## config.mk

```make
export PLATFORM = sky130hd
export DESIGN_NAME = mem_cmd_sched
export DESIGN_NICKNAME = d
export VERILOG_FILES = /design/src/rtl/mcs_pkg.sv /design/src/rtl/mcs_fifo.sv /design/src/rtl/mcs_prio_arb.sv /design/src/rtl/mcs_port_ctrl.sv /design/src/rtl/mem_cmd_sched.sv
export SDC_FILE = /design/constraint.sdc
export NUM_CORES = 1
export LEC_CHECK = 0
export BUFFER_PORTS_ARGS = -buffer_cell sky130_fd_sc_hd__buf_4
export CORE_UTILIZATION = 45
export CTS_CLUSTER_DIAMETER = 80
export DETAILED_ROUTE_END_ITERATION = 12
export GPL_TIMING_DRIVEN = 0
export HOLD_SLACK_MARGIN = 0.06
export PLACE_DENSITY = 0.67
export SYNTH_ARGS = -nofsm -noshare
export SYNTH_HDL_FRONTEND = slang
export SYNTH_SLANG_ARGS = --single-unit
```

## constraint.sdc

```tcl
create_clock -name clk -period 5.7 [get_ports clk]
set_input_delay 1.14 -clock clk [delete_from_list [all_inputs] [get_ports clk]]
set_output_delay 1.14 -clock clk [all_outputs]
set_load 0.02 [all_outputs]
```

## src/rtl/mcs_pkg.sv

```systemverilog
// Package: shared types for the memory command scheduler.
// Assumes nothing beyond IEEE 1800-2017 enums.
package mcs_pkg;

    // Memory-port controller states
    typedef enum logic [1:0] {
        ST_IDLE = 2'd0,   // no command in flight, may grant
        ST_REQ  = 2'd1,   // request presented, waiting for handshake
        ST_WAIT = 2'd2    // request taken, waiting for response
    } port_state_e;

endpackage

```

## src/rtl/mcs_fifo.sv

```systemverilog
// Module: mcs_fifo
// Synchronous first-in first-out store with full/empty flags.
// Assumes DEPTH is a power of two and at least 2; push when full and
// pop when empty are illegal and are excluded by the caller.
module mcs_fifo #(
    parameter int WIDTH = 8,
    parameter int DEPTH = 4
) (
    input  logic             clk,
    input  logic             rst_n,
    input  logic             push,
    input  logic [WIDTH-1:0] din,
    input  logic             pop,
    output logic [WIDTH-1:0] dout,
    output logic             empty,
    output logic             full
);
    localparam int PTR_W = $clog2(DEPTH);

    logic [WIDTH-1:0] store [DEPTH];
    logic [PTR_W:0]   wr_ptr;
    logic [PTR_W:0]   rd_ptr;

    // Write data into the slot addressed by the write pointer
    always_ff @(posedge clk) begin
        if (push) store[wr_ptr[PTR_W-1:0]] <= din;
    end

    // Advance the pointers on push and pop
    always_ff @(posedge clk) begin
        if (!rst_n) begin
            wr_ptr <= '0;
            rd_ptr <= '0;
        end else begin
            if (push) wr_ptr <= wr_ptr + 1'b1;
            if (pop)  rd_ptr <= rd_ptr + 1'b1;
        end
    end

    // Derive head data and occupancy flags
    always_comb begin
        dout  = store[rd_ptr[PTR_W-1:0]];
        empty = (wr_ptr == rd_ptr);
        full  = (wr_ptr[PTR_W] != rd_ptr[PTR_W]) &&
                (wr_ptr[PTR_W-1:0] == rd_ptr[PTR_W-1:0]);
    end

    a_r2_no_overflow: assert property (@(posedge clk) disable iff (!rst_n)
        push |-> !full);
    a_r2_no_underflow: assert property (@(posedge clk) disable iff (!rst_n)
        pop |-> !empty);

endmodule

```

## src/rtl/mcs_prio_arb.sv

```systemverilog
// Module: mcs_prio_arb
// Fixed-priority picker: the lowest-numbered requesting input wins.
// Assumes requests are levels (queue non-empty flags).
module mcs_prio_arb #(
    parameter int N = 3
) (
    input  logic [N-1:0] req,
    output logic [N-1:0] gnt,
    output logic         any
);
    logic [N:0] seen;

    assign seen[0] = 1'b0;

    genvar i;
    generate
        for (i = 0; i < N; i++) begin : g_slot
            // A slot wins only if no more urgent slot requests
            assign gnt[i]    = req[i] & ~seen[i];
            assign seen[i+1] = seen[i] | req[i];
        end
    endgenerate

    assign any = seen[N];

endmodule

```

## src/rtl/mcs_port_ctrl.sv

```systemverilog
// Module: mcs_port_ctrl
// Owns the single memory port: takes the arbitrated head command when
// idle, presents it until accepted, waits for the response and pushes a
// completion event. Assumes head_cmd is valid whenever pend is high.
module mcs_port_ctrl
    import mcs_pkg::*;
#(
    parameter int CMD_W = 20
) (
    input  logic             clk,
    input  logic             rst_n,
    input  logic             pend,
    input  logic [CMD_W-1:0] head_cmd,
    output logic             take,
    output logic             mem_req_valid,
    input  logic             mem_req_ready,
    output logic [CMD_W-1:0] cur_cmd,
    input  logic             mem_rsp_valid,
    output logic             mem_rsp_ready,
    input  logic             evq_full,
    output logic             evq_push
);
    port_state_e      state_q;
    logic [CMD_W-1:0] cmd_q;

    // Decode handshakes from the current state
    always_comb begin
        take          = (state_q == ST_IDLE) && pend;
        mem_req_valid = (state_q == ST_REQ);
        mem_rsp_ready = (state_q == ST_WAIT) && !evq_full;
        evq_push      = mem_rsp_ready && mem_rsp_valid;
        cur_cmd       = cmd_q;
    end

    // Sequence one command through grant, request and response
    always_ff @(posedge clk) begin
        if (!rst_n) begin
            state_q <= ST_IDLE;
            cmd_q   <= '0;
        end else begin
            case (state_q)
                ST_IDLE: if (pend) begin
                    cmd_q   <= head_cmd;
                    state_q <= ST_REQ;
                end
                ST_REQ:  if (mem_req_ready) state_q <= ST_WAIT;
                ST_WAIT: if (mem_rsp_valid && !evq_full) state_q <= ST_IDLE;
                default: state_q <= ST_IDLE;
            endcase
        end
    end

    a_r6_req_hold: assert property (@(posedge clk) disable iff (!rst_n)
        (mem_req_valid && !mem_req_ready) |=> (mem_req_valid && $stable(cur_cmd)));
    a_r5_one_outstanding: assert property (@(posedge clk) disable iff (!rst_n)
        (mem_req_valid && mem_req_ready) |=> !mem_req_valid);
    a_r5_no_req_on_accept: assert property (@(posedge clk) disable iff (!rst_n)
        evq_push |=> !mem_req_valid);
    a_r7_no_push_when_full: assert property (@(posedge clk) disable iff (!rst_n)
        evq_push |-> !evq_full);

endmodule

```

## src/rtl/mem_cmd_sched.sv

```systemverilog
// Module: mem_cmd_sched (top)
// Queues commands per priority class, serves them strictly by class over
// one memory port, and retires completions through an event queue whose
// head drives a one-cycle wake-up to the issuing thread.
// Assumes THREADS is a power of two and the queue depths are powers of two.
module mem_cmd_sched #(
    parameter int NUM_CLASSES = 3,
    parameter int THREADS     = 8,
    parameter int ADDR_W      = 16,
    parameter int QDEPTH      = 4,
    parameter int EVQ_DEPTH   = 4,
    localparam int TID_W      = $clog2(THREADS),
    localparam int PRIO_W     = (NUM_CLASSES > 1) ? $clog2(NUM_CLASSES) : 1
) (
    input  logic              clk,
    input  logic              rst_n,
    input  logic              cmd_valid,
    output logic              cmd_ready,
    input  logic [TID_W-1:0]  cmd_thread,
    input  logic [ADDR_W-1:0] cmd_addr,
    input  logic              cmd_write,
    input  logic [PRIO_W-1:0] cmd_prio,
    output logic              mem_req_valid,
    input  logic              mem_req_ready,
    output logic [ADDR_W-1:0] mem_req_addr,
    output logic              mem_req_write,
    input  logic              mem_rsp_valid,
    output logic              mem_rsp_ready,
    output logic [THREADS-1:0] wake
);
    localparam int CMD_W = TID_W + 1 + ADDR_W;

    logic [CMD_W-1:0]       cmd_word;
    logic [CMD_W-1:0]       q_dout [NUM_CLASSES];
    logic [NUM_CLASSES-1:0] q_push;
    logic [NUM_CLASSES-1:0] q_pop;
    logic [NUM_CLASSES-1:0] q_empty;
    logic [NUM_CLASSES-1:0] q_full;
    logic [NUM_CLASSES-1:0] q_nempty;
    logic [NUM_CLASSES-1:0] q_gnt;
    logic                   any_pend;
    logic                   take;
    logic [CMD_W-1:0]       head_cmd;
    logic [CMD_W-1:0]       cur_cmd;
    logic                   evq_push;
    logic                   evq_pop;
    logic                   evq_empty;
    logic                   evq_full;
    logic [TID_W-1:0]       evq_head;

    assign cmd_word = {cmd_thread, cmd_write, cmd_addr};
    assign q_nempty = ~q_empty;

    // Report room in the queue of the offered class
    always_comb begin
        cmd_ready = 1'b0;
        for (int i = 0; i < NUM_CLASSES; i++) begin
            if (cmd_prio == PRIO_W'(i)) cmd_ready = !q_full[i];
        end
    end

    genvar c;
    generate
        for (c = 0; c < NUM_CLASSES; c++) begin : g_class
            assign q_push[c] = cmd_valid && (cmd_prio == PRIO_W'(c)) && !q_full[c];
            assign q_pop[c]  = q_gnt[c] && take;

            mcs_fifo #(.WIDTH(CMD_W), .DEPTH(QDEPTH)) u_q (
                .clk   (clk),
                .rst_n (rst_n),
                .push  (q_push[c]),
                .din   (cmd_word),
                .pop   (q_pop[c]),
                .dout  (q_dout[c]),
                .empty (q_empty[c]),
                .full  (q_full[c])
            );
        end
    endgenerate

    mcs_prio_arb #(.N(NUM_CLASSES)) u_arb (
        .req (q_nempty),
        .gnt (q_gnt),
        .any (any_pend)
    );

    // Select the head of the winning class
    always_comb begin
        head_cmd = '0;
        for (int i = 0; i < NUM_CLASSES; i++) begin
            if (q_gnt[i]) head_cmd = q_dout[i];
        end
    end

    mcs_port_ctrl #(.CMD_W(CMD_W)) u_ctrl (
        .clk           (clk),
        .rst_n         (rst_n),
        .pend          (any_pend),
        .head_cmd      (head_cmd),
        .take          (take),
        .mem_req_valid (mem_req_valid),
        .mem_req_ready (mem_req_ready),
        .cur_cmd       (cur_cmd),
        .mem_rsp_valid (mem_rsp_valid),
        .mem_rsp_ready (mem_rsp_ready),
        .evq_full      (evq_full),
        .evq_push      (evq_push)
    );

    assign mem_req_addr  = cur_cmd[ADDR_W-1:0];
    assign mem_req_write = cur_cmd[ADDR_W];

    mcs_fifo #(.WIDTH(TID_W), .DEPTH(EVQ_DEPTH)) u_evq (
        .clk   (clk),
        .rst_n (rst_n),
        .push  (evq_push),
        .din   (cur_cmd[CMD_W-1 -: TID_W]),
        .pop   (evq_pop),
        .dout  (evq_head),
        .empty (evq_empty),
        .full  (evq_full)
    );

    // Retire the head event every cycle and pulse its thread
    always_comb begin
        evq_pop = !evq_empty;
        wake    = '0;
        if (evq_pop) wake[evq_head] = 1'b1;
    end

    a_r8_wake_onehot: assert property (@(posedge clk) disable iff (!rst_n)
        $onehot0(wake));
    a_r3_single_grant: assert property (@(posedge clk) disable iff (!rst_n)
        $onehot0(q_pop));
    a_r3_grant_when_pending: assert property (@(posedge clk) disable iff (!rst_n)
        take |-> (|q_pop));

endmodule

```

# Yosys cells after proc, flatten, opt, wreduce, memory -nomap -nowiden
# Memories as Yosys holds them, arrays and structs flattened. A register that Yosys moved wholly into a read port is not among the register bits.
# Index checks and enable logic that the tools add are counted.
# totals
ff_bits	46
ram_bits	252
wordCells	105
n_memories	4
inputBits	27
output_inout_bits	28
# memory_table
memory	words	width	read_ports	rd_clocked_by_memory_dff	write_ports	line	source
g_class[0].u_q.store	4	20	1	1	1	mcs_fifo.sv:20	logic [WIDTH-1:0] store [DEPTH];
g_class[1].u_q.store	4	20	1	1	1	mcs_fifo.sv:20	
g_class[2].u_q.store	4	20	1	1	1	mcs_fifo.sv:20	
u_evq.store	4	3	1	1	1	mcs_fifo.sv:20	
# classes
n_reduce_logical	26
addsub	8
eq_ne	19
magnitude_cmp	2
bitwise	7
mux	29
# op_table
cell	n
two-way mux 20 bit	3
adder 3 x 1 -> 3 bit, second input constant	8
two-way mux 2 bit	11
logical AND 1 bit	18
equality test 3 bit	4
two-way mux 1 bit	12
equality test 2 bit	4
two-way mux 8 bit	1
case mux 2 bit (3 select lines)	1
equality test 2 x 1 -> 1 bit, second input constant	2
equality test 2 bit, second input constant	2
zero test 1 bit	4
zero test 2 bit	2
less-than comparator 3 x 4 -> 1 bit, second input constant	1
!= test 1 bit	4
!= test 2 x 1 -> 1 bit, second input constant	2
demux 1 bit (select 3 bit)	1
>= comparator 3 x 1 -> 1 bit, second input constant	1
NOT 3 bit	1
AND reduction 3 bit	1
bitwise AND 1 bit	2
!= test 2 bit, second input constant	1
NOT 1 bit	2
OR 1 bit	2
AND reduction 2 bit	1

# Depth between registers and ports, before layout
# logic_depth
depth_word	8
depth_mapped	6
depth_no_buf	5

# Modules after synthesis
# From an unflattened synthesis, not the netlist that was laid out.
# unflattened
hier_cells	713
area_unflattened_um2	12261.8
# by_module_without_submodules
mod	cells_per_inst	instances	seq_area_each_um2	area_each_um2
mcs_fifo (g_class[0].u_q ...)	145	3	2562.5	3289.4
mcs_port_ctrl	102	1	440.4	850.8
mcs_fifo (u_evq)	56	1	520.5	843.3
mem_cmd_sched	116	1	0.0	671.9
mcs_prio_arb	4	1	0.0	27.5

# Worst setup path before layout
# OpenSTA, ideal clock, no wires.
# synth_timing
kind	input to register
start	input cmd_prio[0]
end	memory g_class[0].u_q.store[3][0] (netlist name) (enable)
t_arrival_ns	2.500
required_ns	5.322
stages	3
n_path_buf	0
setup_time_ns	0.378
setup_slack_ns	2.821
cell_sequence	or3b_2 a31oi_2 and2_1
# synth_between
elab_chain_cells	5
# synth_lines
item	line	source
from (decl)	mem_cmd_sched.sv:22	input logic [PRIO_W-1:0] cmd_prio,
zero test 2 bit	mem_cmd_sched.sv:65	assign q_push[c] = cmd_valid && (cmd_prio == PRIO_W'(c)) && !q_full[c];
logical AND 1 bit (2 in a row)	mem_cmd_sched.sv:65	
two-way mux 1 bit	mcs_fifo.sv:26	if (push) store[wr_ptr[PTR_W-1:0]] <= din;
two-way mux 1 bit (implied by the code)	mcs_fifo.sv:26	
to (decl)	mcs_fifo.sv:20	
# Every way passes these cells.

# Worst setup path after layout
# layout_timing
start	register g_class[1].u_q.wr_ptr[0]
end	output cmd_ready
# layout_between
elab_chain_cells	5
# layout_lines
item	line	source
from (decl)	mcs_fifo.sv:21	logic [PTR_W:0] wr_ptr;
from (signal assigned)	mcs_fifo.sv:35	if (push) wr_ptr <= wr_ptr + 1'b1;
equality test 2 bit	mcs_fifo.sv:45	(wr_ptr[PTR_W-1:0] == rd_ptr[PTR_W-1:0]);
logical AND 1 bit	mcs_fifo.sv:44	full = (wr_ptr[PTR_W] != rd_ptr[PTR_W]) &&
zero test 1 bit	mem_cmd_sched.sv:58	if (cmd_prio == PRIO_W'(i)) cmd_ready = !q_full[i];
two-way mux 1 bit (2 in a row)	mem_cmd_sched.sv:58	
to (decl)	mem_cmd_sched.sv:18	output logic cmd_ready,
# Every way passes these cells.

==> out/metrics.csv <==
stage,metric,value,unit
power_and_ir_drop,seqPwrFrac,44.1,%
floorplan,io_pins,55,
clock_network,clkSinkCount,306,
synth,syn_area_per_cell,17.6,µm²
synth,synth_edf_count,252,
power_and_ir_drop,peakVddDrop,0.000177,V
global_route,overflow,0,
finish,syn2layout_area_growth,15.5,%
synth,ys_seq_area_share,69.9,%
power_and_ir_drop,pwr-share-clk,36.2,%
finish,nets,837,
synth,ys_types,50,
run,cap_violations,0,
floorplan,initial_core_util,45.9,%
synth,synth_area,12400,µm²
floorplan,die_y,168,µm
placed_design,place.gp.congestion,0.756,
clock_network,cts_buffers,31,
clock_network,cts_root_buffer,clkbuf_16,
finish,stdcell_count,1156,
setup_path,critPathMaxFanout,10,
timing,tightest_slew,1.34,ns
timing,fin_crit_sh,61.4,%
clock_network,cts_hold_buf,0,
power_and_ir_drop,power.internal,4.22,mW
clock_network,clkTransAtPathRegs,0.06,ns
finish,layout-drive-gt1-share,26.9,%
setup_path,path_class,reg -> out,
power_and_ir_drop,power_frac_comb,19.7,%
setup_path,slowest_stage,clkbuf_1,
setup_path,startpoint_type,flip-flop,
power_and_ir_drop,total_power,5.77,mW
synth,ys_async_sr_fraction,0,%
global_route,antenna_found_initial,0,
timing,maxSlewHeadroom,10.7,%
setup_path,critPathArrivalTime,2.36,ns
finish,antenna_cells,0,
timing,finalHoldViolations,0,
route,vias_per_cell,5.60,
route,drc,0,
route,ant_nets,0,
timing,max_freq,0.286,GHz
route,drt-initial-drc-count,565,
placed_design,io_buffers,53,
timing,fin_tns_setup,0,ns
floorplan,coreArea,27000,µm²
clock_network,clockBufferDepth,3,
global_route,grt_pass1_wl,38.6,mm
clock_network,postCtsResizedCells,0,
floorplan,dieArea,28200,µm²
route,wl_per_cell,22.0,µm
floorplan,die_w,168,µm
synth,synth_warnings,0,
clock_network,worstSkewPairLatency,0.57,ns
floorplan,rows,60,
route,drt_pass1_iterations,4,
synth,netlist_instances,704,
timing,finalSetupViolCount,0,
finish,fillers,2130,
setup_path,critPathRequiredTime,4.56,ns
route,num_vias,6479,
synth,yosys_most_used_dff,edfxtp_1,
route,routed_wl,25.4,mm
power_and_ir_drop,power.switching,1.55,mW
global_route,grt_use_total,18.5,%
global_route,grt_pass1_vias,6510,
worst_hold_path,hold_path_class,reg -> reg,
power_and_ir_drop,powerDensity,404,nW/µm²
timing,maxSlewViolCount,0,
setup_path,path_cells,"xor2_2, clkbuf_1, nor3_1, o22ai_1, buf_4",
power_and_ir_drop,p_leak,4.73,nW
synth,ys_ff_latch,306,
setup_path,cpPeakStageDelay,0.47,ns
timing,fin_skew,0.0181,ns
synth,syn_nets,751,
setup_path,end_kind,output port,
clock_network,post_cts_buffers,0,
global_route,grt_max_degree,21,
outcome,status,finished clean,
placed_design,dpl.hpwl,15.2,mm
clock_network,cts_tree,done,
power_and_ir_drop,swShare,26.9,%
clock_network,h-tree-depth,1,
timing,rsz0062_at_grt,false,
timing,min_period,3.50,ns
placed_design,placed_cells,1098,
timing,hold_ws,0.464,ns
## cell families after synthesis
group,count (synthesis),share of synthesized area [%]
DFF,306,69.9
and+or+nand+nor,105,4.36
AOI/OAI and AO/OA,93,6.31
buffers and inverters,84,3.32
muxes,71,12.1
xor gates and xnor gates,25,2.01
adders and majority gates,20,2.02
## cell usage after synthesis (2+ instances only)
cell type	count	share of area [%]
ha_1	20	2.0
a21oi_1	10	0.40
xnor2_1	11	0.78
inv_1	31	0.94
o32ai_1	20	1.4
mux2i_1	8	0.65
mux4_2	63	11
nor2b_1	3	0.15
nand4b_1	2	0.14
o41ai_1	2	0.14
edfxtp_1	252	61
nand2_1	6	0.18
o21ai_0	3	0.12
xnor2_2	2	0.26
nor3_1	3	0.12
xor2_2	2	0.26
or3_1	3	0.15
nand4_1	5	0.25
nand2b_1	6	0.30
o31ai_1	4	0.24
or2_2	3	0.15
buf_4	17	1.0
a311oi_1	22	1.6
xor2_1	10	0.71
o311a_1	2	0.16
buf_6	2	0.18
clkbuf_1	20	0.61
and2_1	15	0.76
nand3_1	2	0.081
buf_2	13	0.53
o31a_1	22	1.6
nor2_1	49	1.5
dfxtp_1	54	8.7
## critical path, delay by kind of cell, from the launching register on
kind	cells	cell delay [ns]
xor+xnor	1	0.35
buf+inv	2	0.64
simple gates	1	0.19
compound gates	1	0.15
flops	1	0.46
## sequential cells by signal, indices dropped and copies added, names as in the netlist, named ones only
signal and cells:
g_class.u_q.rd_ptr 9, g_class.u_q.store 240, g_class.u_q.wr_ptr 9, u_ctrl.cur_cmd 20
u_ctrl.state_q 2, u_evq.rd_ptr 3, u_evq.store 12, u_evq.wr_ptr 3
## power by group through the flow
| stage | sequential (mW) | clock, mW | combinational (mW) |
|---|---|---|---|
| after floorplan | 2.58 | 0 | 0.786 |
| after global placement | 2.59 | 0 | 1.11 |
| after detailed placement | 2.59 | 0 | 1.13 |
| after CTS | 2.55 | 2.12 | 1.14 |
| after global routing | 2.55 | 2.23 | 1.22 |
| final | 2.55 | 2.09 | 1.14 |
## worst paths after layout
path | start | end | slack [ns] | depth (start not counted)
worst max-delay path | g_class[1].u_q.wr_ptr[0] | cmd_ready | 2.20 | 5
worst min-delay path | u_ctrl.cur_cmd[5] | u_ctrl.cur_cmd[5] | 0.46 | 2
worst max register to register | g_class[2].u_q.wr_ptr[1] | g_class[2].u_q.store[0][9] | 2.86 | 3
worst min register to register | u_ctrl.cur_cmd[5] | u_ctrl.cur_cmd[5] | 0.46 | 2
## per-stage QoR
| step | instance area [µm²] | worst slack (ns) | utilization [%] |
|---|---|---|---|
| after detailed placement | 13200 | 1.95 | 49.0 |
| final | 14300 | 2.20 | 53.0 |
| after global placement | 13200 | 1.74 | 49.0 |
| after global routing | 14300 | 2.02 | 53.0 |
| after floorplan | 12400 | 2.82 | - |
| after CTS | 14300 | 2.20 | 53.0 |
## final cells by class
class / count / area, µm² / share of cell area [%]
flip-flops and latches: 306 / 8650 / 60.5
multi-input cells: 314 / 3330 / 23.3
clock buffers: 44 / 915 / 6.40
well taps: 341 / 427 / 2.98
repair buffers: 53 / 398 / 2.78
plain buffers: 52 / 290 / 2.03
clock inverters: 14 / 169 / 1.18
inverters: 32 / 120 / 0.840
## routing by layer
layer,up-vias,wire (µm),track usage (%)
li1,2954,-,-
met1,3313,11100,25.3
met2,181,12300,30.5
met3,31,1560,3.67
met4,0,435,4.59
met5,-,0,0
## placed cells by master (no fill, tap or decap), types with 9 or more instances in the layout
| cell | count |
|---|---|
| o32ai_1 | 20 |
| edfxtp_1 | 252 |
| ha_1 | 20 |
| mux4_2 | 63 |
| xnor2_1 | 11 |
| o31a_1 | 22 |
| inv_1 | 31 |
| clkbuf_8 | 9 |
| nor2_1 | 48 |
| a311oi_1 | 22 |
| buf_4 | 70 |
| buf_2 | 13 |
| clkbuf_16 | 31 |
| xor2_1 | 10 |
| and2_1 | 12 |
| dfxtp_1 | 54 |
| a21oi_1 | 10 |
| clkbuf_1 | 24 |
Note: power is estimated with default switching activity, not from simulation.
